==> config.mk <==
export PLATFORM = sky130hd
export DESIGN_NAME = nibble_regfile
export DESIGN_NICKNAME = d
export VERILOG_FILES = /design/src/rtl/nrf_pkg.sv /design/src/rtl/nrf_ctrl.sv /design/src/rtl/nrf_datapath.sv /design/src/rtl/nibble_regfile.sv
export SDC_FILE = /design/constraint.sdc
export NUM_CORES = 2
export LEC_CHECK = 0
export BUFFER_PORTS_ARGS = -buffer_cell sky130_fd_sc_hd__buf_4
export CORE_MARGIN = 2
export CORE_UTILIZATION = 60
export DETAILED_ROUTE_END_ITERATION = 10
export GPL_TIMING_DRIVEN = 0
export PLACE_DENSITY = 0.85
export SLEW_MARGIN = 25
export SYNTH_ARGS = -nofsm -noshare
export SYNTH_HDL_FRONTEND = slang
export SYNTH_HIERARCHICAL = 1
export SYNTH_SLANG_ARGS = --single-unit
==> constraint.sdc <==
create_clock -name clk -period 4.4 [get_ports clk]
set_input_delay 0.88 -clock clk [delete_from_list [all_inputs] [get_ports clk]]
set_output_delay 0.88 -clock clk [all_outputs]
set_load 0.05 [all_outputs]
==> src/rtl/nrf_pkg.sv <==
package nrf_pkg;

  typedef enum logic [3:0] {
    OP_IDLE     = 4'd0,
    OP_LOAD     = 4'd1,
    OP_SWAP     = 4'd2,
    OP_BUMP     = 4'd3,
    OP_PAIR_IMM = 4'd4,
    OP_PAIR_ROM = 4'd5,
    OP_PTR_SET  = 4'd6,
    OP_MEM_RD   = 4'd7,
    OP_MEM_WR   = 4'd8
  } opCode_e;

  // One strobe per action, raised by the control for the datapath.
  typedef struct packed {
    logic loadAcc;
    logic swap;
    logic bump;
    logic pairImm;
    logic pairRom;
    logic ptrSet;
    logic memRd;
    logic memWr;
  } strobe_t;

endpackage

==> src/rtl/nrf_ctrl.sv <==
module nrf_ctrl
  import nrf_pkg::*;
#(
  parameter int REG_CNT = 16,
  localparam int IDX_W  = $clog2(REG_CNT)
) (
  input  logic [3:0]       opCode,
  input  logic [IDX_W-1:0] regIdx,
  output strobe_t          stb,
  output logic [IDX_W-1:0] regSel,
  output logic [IDX_W-1:0] pairHi,
  output logic [IDX_W-1:0] pairLo,
  output logic             accLoad
);

  always_comb begin
    stb = '0;
    case (opCode_e'(opCode))
      OP_LOAD:     stb.loadAcc = 1'b1;
      OP_SWAP:     stb.swap    = 1'b1;
      OP_BUMP:     stb.bump    = 1'b1;
      OP_PAIR_IMM: stb.pairImm = 1'b1;
      OP_PAIR_ROM: stb.pairRom = 1'b1;
      OP_PTR_SET:  stb.ptrSet  = 1'b1;
      OP_MEM_RD:   stb.memRd   = 1'b1;
      OP_MEM_WR:   stb.memWr   = 1'b1;
      default:     stb = '0;
    endcase
  end

  // Pair operations drop the index LSB: even register high, odd register low.
  assign regSel  = regIdx;
  assign pairHi  = {regIdx[IDX_W-1:1], 1'b0};
  assign pairLo  = {regIdx[IDX_W-1:1], 1'b1};
  assign accLoad = stb.loadAcc | stb.swap | stb.memRd;

endmodule

==> src/rtl/nrf_datapath.sv <==
module nrf_datapath
  import nrf_pkg::*;
#(
  parameter int NIB_W     = 4,
  parameter int REG_CNT   = 16,
  localparam int IDX_W    = $clog2(REG_CNT),
  localparam int ADDR_W   = 2 * NIB_W,
  localparam int MEM_DEPTH = 1 << ADDR_W
) (
  input  logic              clk,
  input  logic              rstN,
  input  strobe_t           stb,
  input  logic [IDX_W-1:0]  regSel,
  input  logic [IDX_W-1:0]  pairHi,
  input  logic [IDX_W-1:0]  pairLo,
  input  logic [ADDR_W-1:0] immByte,
  input  logic [NIB_W-1:0]  accIn,
  output logic [NIB_W-1:0]  accOut,
  output logic [ADDR_W-1:0] romAddr,
  input  logic [ADDR_W-1:0] romData,
  input  logic              romValid,
  output logic [ADDR_W-1:0] dataPtr,
  output logic              fault
);

  logic [REG_CNT-1:0][NIB_W-1:0] regBank;
  logic [NIB_W-1:0]              memBank [MEM_DEPTH];
  logic [ADDR_W-1:0]             pairByte;
  logic                          pairWr;

  // The indirect fetch address is tied to registers 0 and 1.
  assign romAddr  = {regBank[0], regBank[1]};
  assign pairByte = stb.pairImm ? immByte : romData;
  assign pairWr   = stb.pairImm | (stb.pairRom & romValid);

  always_ff @(posedge clk or negedge rstN) begin
    if (!rstN) begin
      regBank <= '0;
    end else begin
      if (stb.swap) regBank[regSel] <= accIn;
      if (stb.bump) regBank[regSel] <= regBank[regSel] + NIB_W'(1);
      if (pairWr) begin
        regBank[pairHi] <= pairByte[ADDR_W-1:NIB_W];
        regBank[pairLo] <= pairByte[NIB_W-1:0];
      end
    end
  end

  always_ff @(posedge clk or negedge rstN) begin
    if (!rstN) begin
      dataPtr <= '0;
      fault   <= 1'b0;
    end else begin
      if (stb.ptrSet) dataPtr <= {regBank[pairHi], regBank[pairLo]};
      fault <= stb.pairRom & ~romValid;
    end
  end

  always_ff @(posedge clk or negedge rstN) begin
    if (!rstN) begin
      for (int i = 0; i < MEM_DEPTH; i++) memBank[i] <= '0;
    end else if (stb.memWr) begin
      memBank[dataPtr] <= accIn;
    end
  end

  // Reads see the state before this edge's write.
  always_comb begin
    accOut = '0;
    if (stb.memRd)                  accOut = memBank[dataPtr];
    else if (stb.loadAcc | stb.swap) accOut = regBank[regSel];
  end

  p_fault_follow_r8: assert property (@(posedge clk) disable iff (!rstN)
    (stb.pairRom && !romValid) |=> fault);

  p_pair_keep_r8: assert property (@(posedge clk) disable iff (!rstN)
    (stb.pairRom && !romValid) |=> $stable(regBank));

  p_swap_write_r4: assert property (@(posedge clk) disable iff (!rstN)
    stb.swap |=> regBank[$past(regSel)] == $past(accIn));

  p_ptr_hold_r9: assert property (@(posedge clk) disable iff (!rstN)
    !stb.ptrSet |=> $stable(dataPtr));

endmodule

==> src/rtl/nibble_regfile.sv <==
module nibble_regfile
  import nrf_pkg::*;
#(
  parameter int NIB_W   = 4,
  parameter int REG_CNT = 16
) (
  input  logic                         clk,
  input  logic                         rstN,
  input  logic [3:0]                   opCode,
  input  logic [$clog2(REG_CNT)-1:0]   regIdx,
  input  logic [2*NIB_W-1:0]           immByte,
  input  logic [NIB_W-1:0]             accIn,
  output logic [NIB_W-1:0]             accOut,
  output logic                         accLoad,
  output logic [2*NIB_W-1:0]           romAddr,
  input  logic [2*NIB_W-1:0]           romData,
  input  logic                         romValid,
  output logic [2*NIB_W-1:0]           dataPtr,
  output logic                         fault
);

  localparam int IDX_W = $clog2(REG_CNT);

  strobe_t          stb;
  logic [IDX_W-1:0] regSel;
  logic [IDX_W-1:0] pairHi;
  logic [IDX_W-1:0] pairLo;

  nrf_ctrl #(.REG_CNT(REG_CNT)) u_ctrl (
    .opCode  (opCode),
    .regIdx  (regIdx),
    .stb     (stb),
    .regSel  (regSel),
    .pairHi  (pairHi),
    .pairLo  (pairLo),
    .accLoad (accLoad)
  );

  nrf_datapath #(.NIB_W(NIB_W), .REG_CNT(REG_CNT)) u_dp (
    .clk      (clk),
    .rstN     (rstN),
    .stb      (stb),
    .regSel   (regSel),
    .pairHi   (pairHi),
    .pairLo   (pairLo),
    .immByte  (immByte),
    .accIn    (accIn),
    .accOut   (accOut),
    .romAddr  (romAddr),
    .romData  (romData),
    .romValid (romValid),
    .dataPtr  (dataPtr),
    .fault    (fault)
  );

  p_fault_cause_r8: assert property (@(posedge clk) disable iff (!rstN)
    fault |-> $past(opCode == 4'd5 && !romValid));

  p_rom_addr_pair0_r7: assert property (@(posedge clk) disable iff (!rstN)
    (opCode == 4'd4 && regIdx[IDX_W-1:1] == '0) |=> romAddr == $past(immByte));

endmodule

; ---- Word level (Yosys, flattened, before mapping)
; Index checks and enable logic that the tools add are counted.
[totals]
output_inout_bits = 22
elab_cells = 338
in_bits = 31
ff_bits = 1097
[op_classes]
eq_ne = 8
n_lt_le_gt_ge = 8
reduce_logical = 4
bitwise_logic = 7
muxes = 36
addsub = 1
[ops]
columns = cell, count
row1 = 1024-bit bitwise mux, 1
row2 = 64-bit bitwise mux, 4
row3 = 64-bit 2-to-1 mux, 3
row4 = 4-bit 2-to-1 mux, 11
row5 = 4-bit binary-select mux with 8-bit select, 1
row6 = 4-bit demux with 8-bit select, 1
row7 = 4-bit binary-select mux with 3-bit select, 2
row8 = 4-bit demux with 3-bit select, 2
row9 = 4-bit binary-select mux with 4-bit select, 1
row10 = 4-bit demux with 4-bit select, 1
row11 = "4-bit by 3-bit == test with 1-bit output, second input constant", 4
row12 = "4-bit by 5-bit less-than comparator with 1-bit output, second input constant", 3
row13 = "4-bit by 1-bit >= comparator with 1-bit output, second input constant", 3
row14 = "9-bit >= comparator, second input constant", 1
row15 = "9-bit by 1-bit less-than comparator with 1-bit output, second input constant", 1
row16 = 8-bit inverter with 9-bit output, 1
row17 = "4-bit by 2-bit == test with 1-bit output, second input constant", 2
row18 = 1-bit 2-to-1 mux, 8
row19 = 8-bit 2-to-1 mux, 1
row20 = "4-bit by 1-bit adder with 4-bit output, second input constant", 1
row21 = "4-bit by 1-bit == test with 1-bit output, second input constant", 1
row22 = "4-bit == test, second input constant", 1
row23 = 1-bit logical AND, 4
row24 = 1-bit OR, 3
row25 = other kinds (2), 3

; ---- Logic depth before layout (Yosys ltp)
[logic_depth]
depth_word = 11
ltp_mapped = 12

; ---- By module
; Netlist, hierarchy kept.
[modules_own_cells]
columns = module, area_each_um2, n_inst, cells_per_inst, seq_area_each_um2
row1 = nrf_datapath, 54090.6, 1, 3932, 27451.3
row2 = nrf_ctrl, 206.4, 1, 29, 0.0

; ---- Least setup slack after synthesis
; Ideal clock, no wire load.
[synth_timing]
path_type = reg2out
from = register u_dp.dataPtr[0]
to = output accOut[1]
path_stages_with_launch = 12
arrival_time_ps = 3594
required_time_ps = 3520
path_slack_ps = -74
cell_sequence = dfrtp_1 buf_2 buf_4 buf_4 buf_2 buf_4 buf_4 a21oi_1 a41o_1 nand4_1 a211oi_1 o31ai_1
[synth_via]
elab_chain_len = 5
[synth_lines]
columns = item, line
row1 = from (decl), nrf_datapath.sv:22  ; output logic [ADDR_W-1:0] dataPtr,
row2 = from (signal assigned), nrf_datapath.sv:54  ; if (stb.ptrSet) dataPtr <= {regBank[pairHi], regBank[pairLo]};
row3 = 8-bit inverter with 9-bit output (not written as such), nrf_datapath.sv:70  ; if (stb.memRd) accOut = memBank[dataPtr];
row4 = 4-bit binary-select mux with 8-bit select, nrf_datapath.sv:70
row5 = 4-bit 2-to-1 mux (not written as such) (2 in series), nrf_datapath.sv:70
row6 = 4-bit 2-to-1 mux, nrf_datapath.sv:70
row7 = to (decl), nibble_regfile.sv:13  ; output logic [NIB_W-1:0] accOut,
; No other way between the ends. The select of a mux whose other input is x is not followed.

; ---- Worst setup path after layout
[layout_timing]
from = register u_dp.dataPtr[3]
to = output accOut[0]
; The elaborated chain is that of the path after synthesis.

==> metrics.md <==
| Metric | Value |
|---|---|
| Insertion delay of the later-clocked pin in the worst-skew pair | `720 ps` |
| Power after layout | `31.9 mW` |
| Commonest cells in the netlist | `dfrtp_1 (1097), mux2_2 (1059), mux4_2 (286)` |
| Post-Syn Area | `54300 um2` |
| Count of synthesis-stage warnings from yosys | `6` |
| Worst ir drop on vdd | `0.347 mV` |
| P per Cell Area | `512 nW/um2` |
| Result of the run | `finished with violations` |
| Net count after synthesis | `3993` |
| FF+latch area | `27500 um2` |
| Crit path setup slack, layout | `-672 ps` |
| Largest net degree at the start of global routing | `143` |
| Cell count after synthesis | `3961` |
| Largest cells by area after synthesis | `dfrtp_1 (51%), mux2_2 (22%), mux4_2 (12%)` |
| Unrepaired setup endpoints after global routing | `true` |
| Startpoint Class | `flop` |
| Share of the synthesized area in the top cell type | `0.506` |
| Number of buffers on the longest clock path | `3` |
| Area of the core | `89900 um2` |
| Maximum Capacitance Violations | `0` |
| Nets@finish | `4229` |
| Failing checks | `setup timing` |
| Critical path class | `flop to output pin` |
| Synth Area per Inst | `13.7 um2` |
| Chip Height | `305 um` |
| Worst slew margin | `0.193` |
| Clock tree from TritonCTS | `done` |
| Seq/Total Area, Yosys | `0.506` |
| Half-perimeter wire length after placement | `137000 um` |
| Synth Area in Compound Gates | `0.0432` |
| Ratio of final minimum period to clock period | `1.15` |
| Number of enable-type register cells in the synthesized netlist | `0` |
| Number of vias per cell | `7.42` |
| Number of buffer cells added on primary ports | `44` |
| Detailed-routing iteration count for the pre-antenna-repair pass | `8` |
| Share of total power in combinational logic | `0.335` |
| Number of antenna violations at the first check in global routing | `11` |
| Adder-cell share of the synthesized area | `0.000230` |
| Grt ovf | `0` |
| Post-synth ARST share | `1.00` |
| Die outline area | `92900 um2` |
| Die W | `305 um` |
| Switching power share of the total | `0.366` |
| Clock share of power | `0.318` |
| Number of rows created at floorplan | `110` |
| Achievable clock frequency | `0.197 GHz` |
| Global placement routability congestion | `1.07` |
| Required time of the critical path | `3520 ps` |
| Post-Synth XOR/XNOR Area | `0.000668` |
| Initial detailed-routing violation count | `6174` |
| Fraction of final layout cells sized beyond drive strength 1 | `0.439` |
| Nature of the critical path endpoint | `output pin` |
| Cell type contributing the most total cell area after synthesis | `dfrtp_1` |
| Worst Hold Class | `input port to asynchronous set/reset pin` |
| Final worst path period need | `5070 ps` |
| Via count of the first global-routing pass | `40982` |
| Area used by multi-input combinational logic | `25700 um2` |
| Total internal power | `20.2 mW` |
| Number of register bits inferred by synthesis | `1097` |
| Count of clock tree sinks | `1097` |
| Number of top-level pins | `53` |
| Post-CTS clock slew at the launch and capture registers of the worst setup and hold paths | `70 ps` |
| Maximum fanout encountered on the critical timing path | `10` |
| Total global routing track utilization | `0.443` |
| Global-route wire length before repair | `293000 um` |
| Number of max-slew violations in the final report | `0` |
| Share of the core filled with cells | `0.693` |
| Final number of hold-violating endpoints | `0` |
| Combinational family with the most area after synthesis | `multiplexers` |
| Count leader, synth | `dfrtp_1` |
| Cell chosen for the clock root | `clkbuf_16` |
| Worst clock skew on the final layout | `19.4 ps` |
| H-Tree Level Count | `3` |
| Worst-Margin Slew | `1210 ps` |
| DRT Wirelength | `205000 um` |
| Minimum hold slack | `36.4 ps` |
| Post-synthesis mux area share | `0.367` |
| Inserted Clock Buffers | `111` |
| Post-synth cell types | `67` |
| Worst slack at placement | `-1680 ps` |
| Post-synthesis to final-layout area growth | `14.7%` |
| Lkg Pwr | `28.5 nW` |
| Net switching power figure | `11.7 mW` |
| Fillcell total | `5863` |
| Leading register cell type out of synthesis | `dfrtp_1` |
| Basic-gate share of the synthesized area counting and, or, nand and nor cells | `0.0552` |
| Antenna violation net count after detailed routing | `0` |
| CP Data Arrival Time | `4190 ps` |
| Mean routed wirelength per cell | `37.5 um` |
| Final setup violation count | `4` |
| Post-route DRC violation count | `0` |
| Number of vias in the routed layout | `40625` |
| Starting density of the core | `0.604` |
| Share of power burned in registers | `0.347` |
final timing paths:
path	startpoint	endpoint	slack, ps	depth (start not counted)
setup / recovery	u_dp/dataPtr[3]	accOut[0]	-670	11
hold / removal	rstN	u_dp/memBank[780]	40	1
setup reg to reg	u_dp/dataPtr[0]	u_dp/memBank[1006]	140	10
hold reg to reg	u_dp/memBank[836]	u_dp/memBank[836]	500	1
max in group asynchronous	rstN	u_dp/memBank[334]	2280	4
min in group clk	romValid	u_dp/fault	310	2
cell usage in the layout, fill, tap and decap left out, types with 22 or more instances in the layout:
| cell type | n |
|---|---|
| clkbuf_8 | 31 |
| buf_16 | 29 |
| clkbuf_1 | 191 |
| clkbuf_2 | 24 |
| buf_12 | 31 |
| o22ai_1 | 63 |
| clkinv_2 | 25 |
| nand2_1 | 207 |
| mux2i_1 | 142 |
| buf_4 | 131 |
| nand2b_1 | 23 |
| dfrtp_1 | 1093 |
| o21ai_0 | 48 |
| nand3_1 | 59 |
| buf_6 | 24 |
| nor3_1 | 22 |
| a21oi_1 | 48 |
| mux4_2 | 286 |
| nor2_1 | 280 |
| nor2b_1 | 24 |
| clkbuf_16 | 111 |
| mux2_2 | 1059 |
| a22oi_1 | 95 |
timing repair:
action                     in CTS  in global routing
setup endpoints to repair     450                  4
pin swaps                      18                 15
setup buffers                  43                 22
hold buffers                    0                  0
gates resized for setup       304                 37
power groups by stage:
| stage | combinational, mW | sequential, mW | clock, mW |
|---|---|---|---|
| after floorplan | 4.46 | 11.0 | 0 |
| after global placement | 8.32 | 11.2 | 0 |
| after detailed placement | 8.44 | 11.2 | 0 |
| after CTS | 9.81 | 11.0 | 10.1 |
| after global routing | 10.6 | 11.1 | 10.6 |
| final | 10.7 | 11.1 | 10.1 |
cells by family after synthesis:
family                   count (synthesis)
multiplexers                          1497
flip-flops                            1097
AO/OA/AOI/OAI                          351
XOR/XNOR                                 2
AND/OR/NAND/NOR                        682
adder cells (fa/ha/maj)                  1
other                                    2
buffers and inverters                  329
worst max-delay path, cell delays in order (launching register included):
cell and delay [ps]:
dfrtp_2 490, buf_6 250, buf_6 280, buf_6 280, buf_4 360, buf_4 340, nand2_1 130, a311oi_1 280
nand3_1 250, nand4_1 350, a22o_1 250, buf_6 180
layout make-up:
type                    instances  area share
flip-flops and latches       1097       0.441
multi-input cells            2535       0.413
clock buffers                 155      0.0516
plain buffers                 324      0.0393
well taps                    1176      0.0236
repair buffers                124      0.0204
clock inverters                50      0.0111
diodes                         10    0.000402
inverters                       4    0.000241
metrics by stage:
stage | instance area [um2] | TNS, ps | cells
after global placement | 56100 | - | 5181
after floorplan | 54300 | 0 | 3961
final | 62300 | -2430 | 5475
after detailed placement | 56500 | -80220 | 5196
after global routing | 62300 | -2170 | 5465
after CTS | 61900 | -1900 | 5443
registers in the layout, summed over array words and instances, names as in the netlist:
signal,count
u_dp/romAddr,8
u_dp/regBank,56
u_dp/dataPtr,8
u_dp/memBank,1024
u_dp/fault,1
metal layers:
layer,GRT usage,up-vias,share of wire
li1,-,15215,-
met1,0.558,20839,0.34
met2,0.614,3524,0.42
met3,0.191,1033,0.15
met4,0.319,14,0.089
met5,0.00103,-,0.00087
(Power assumes the default switching activity.)
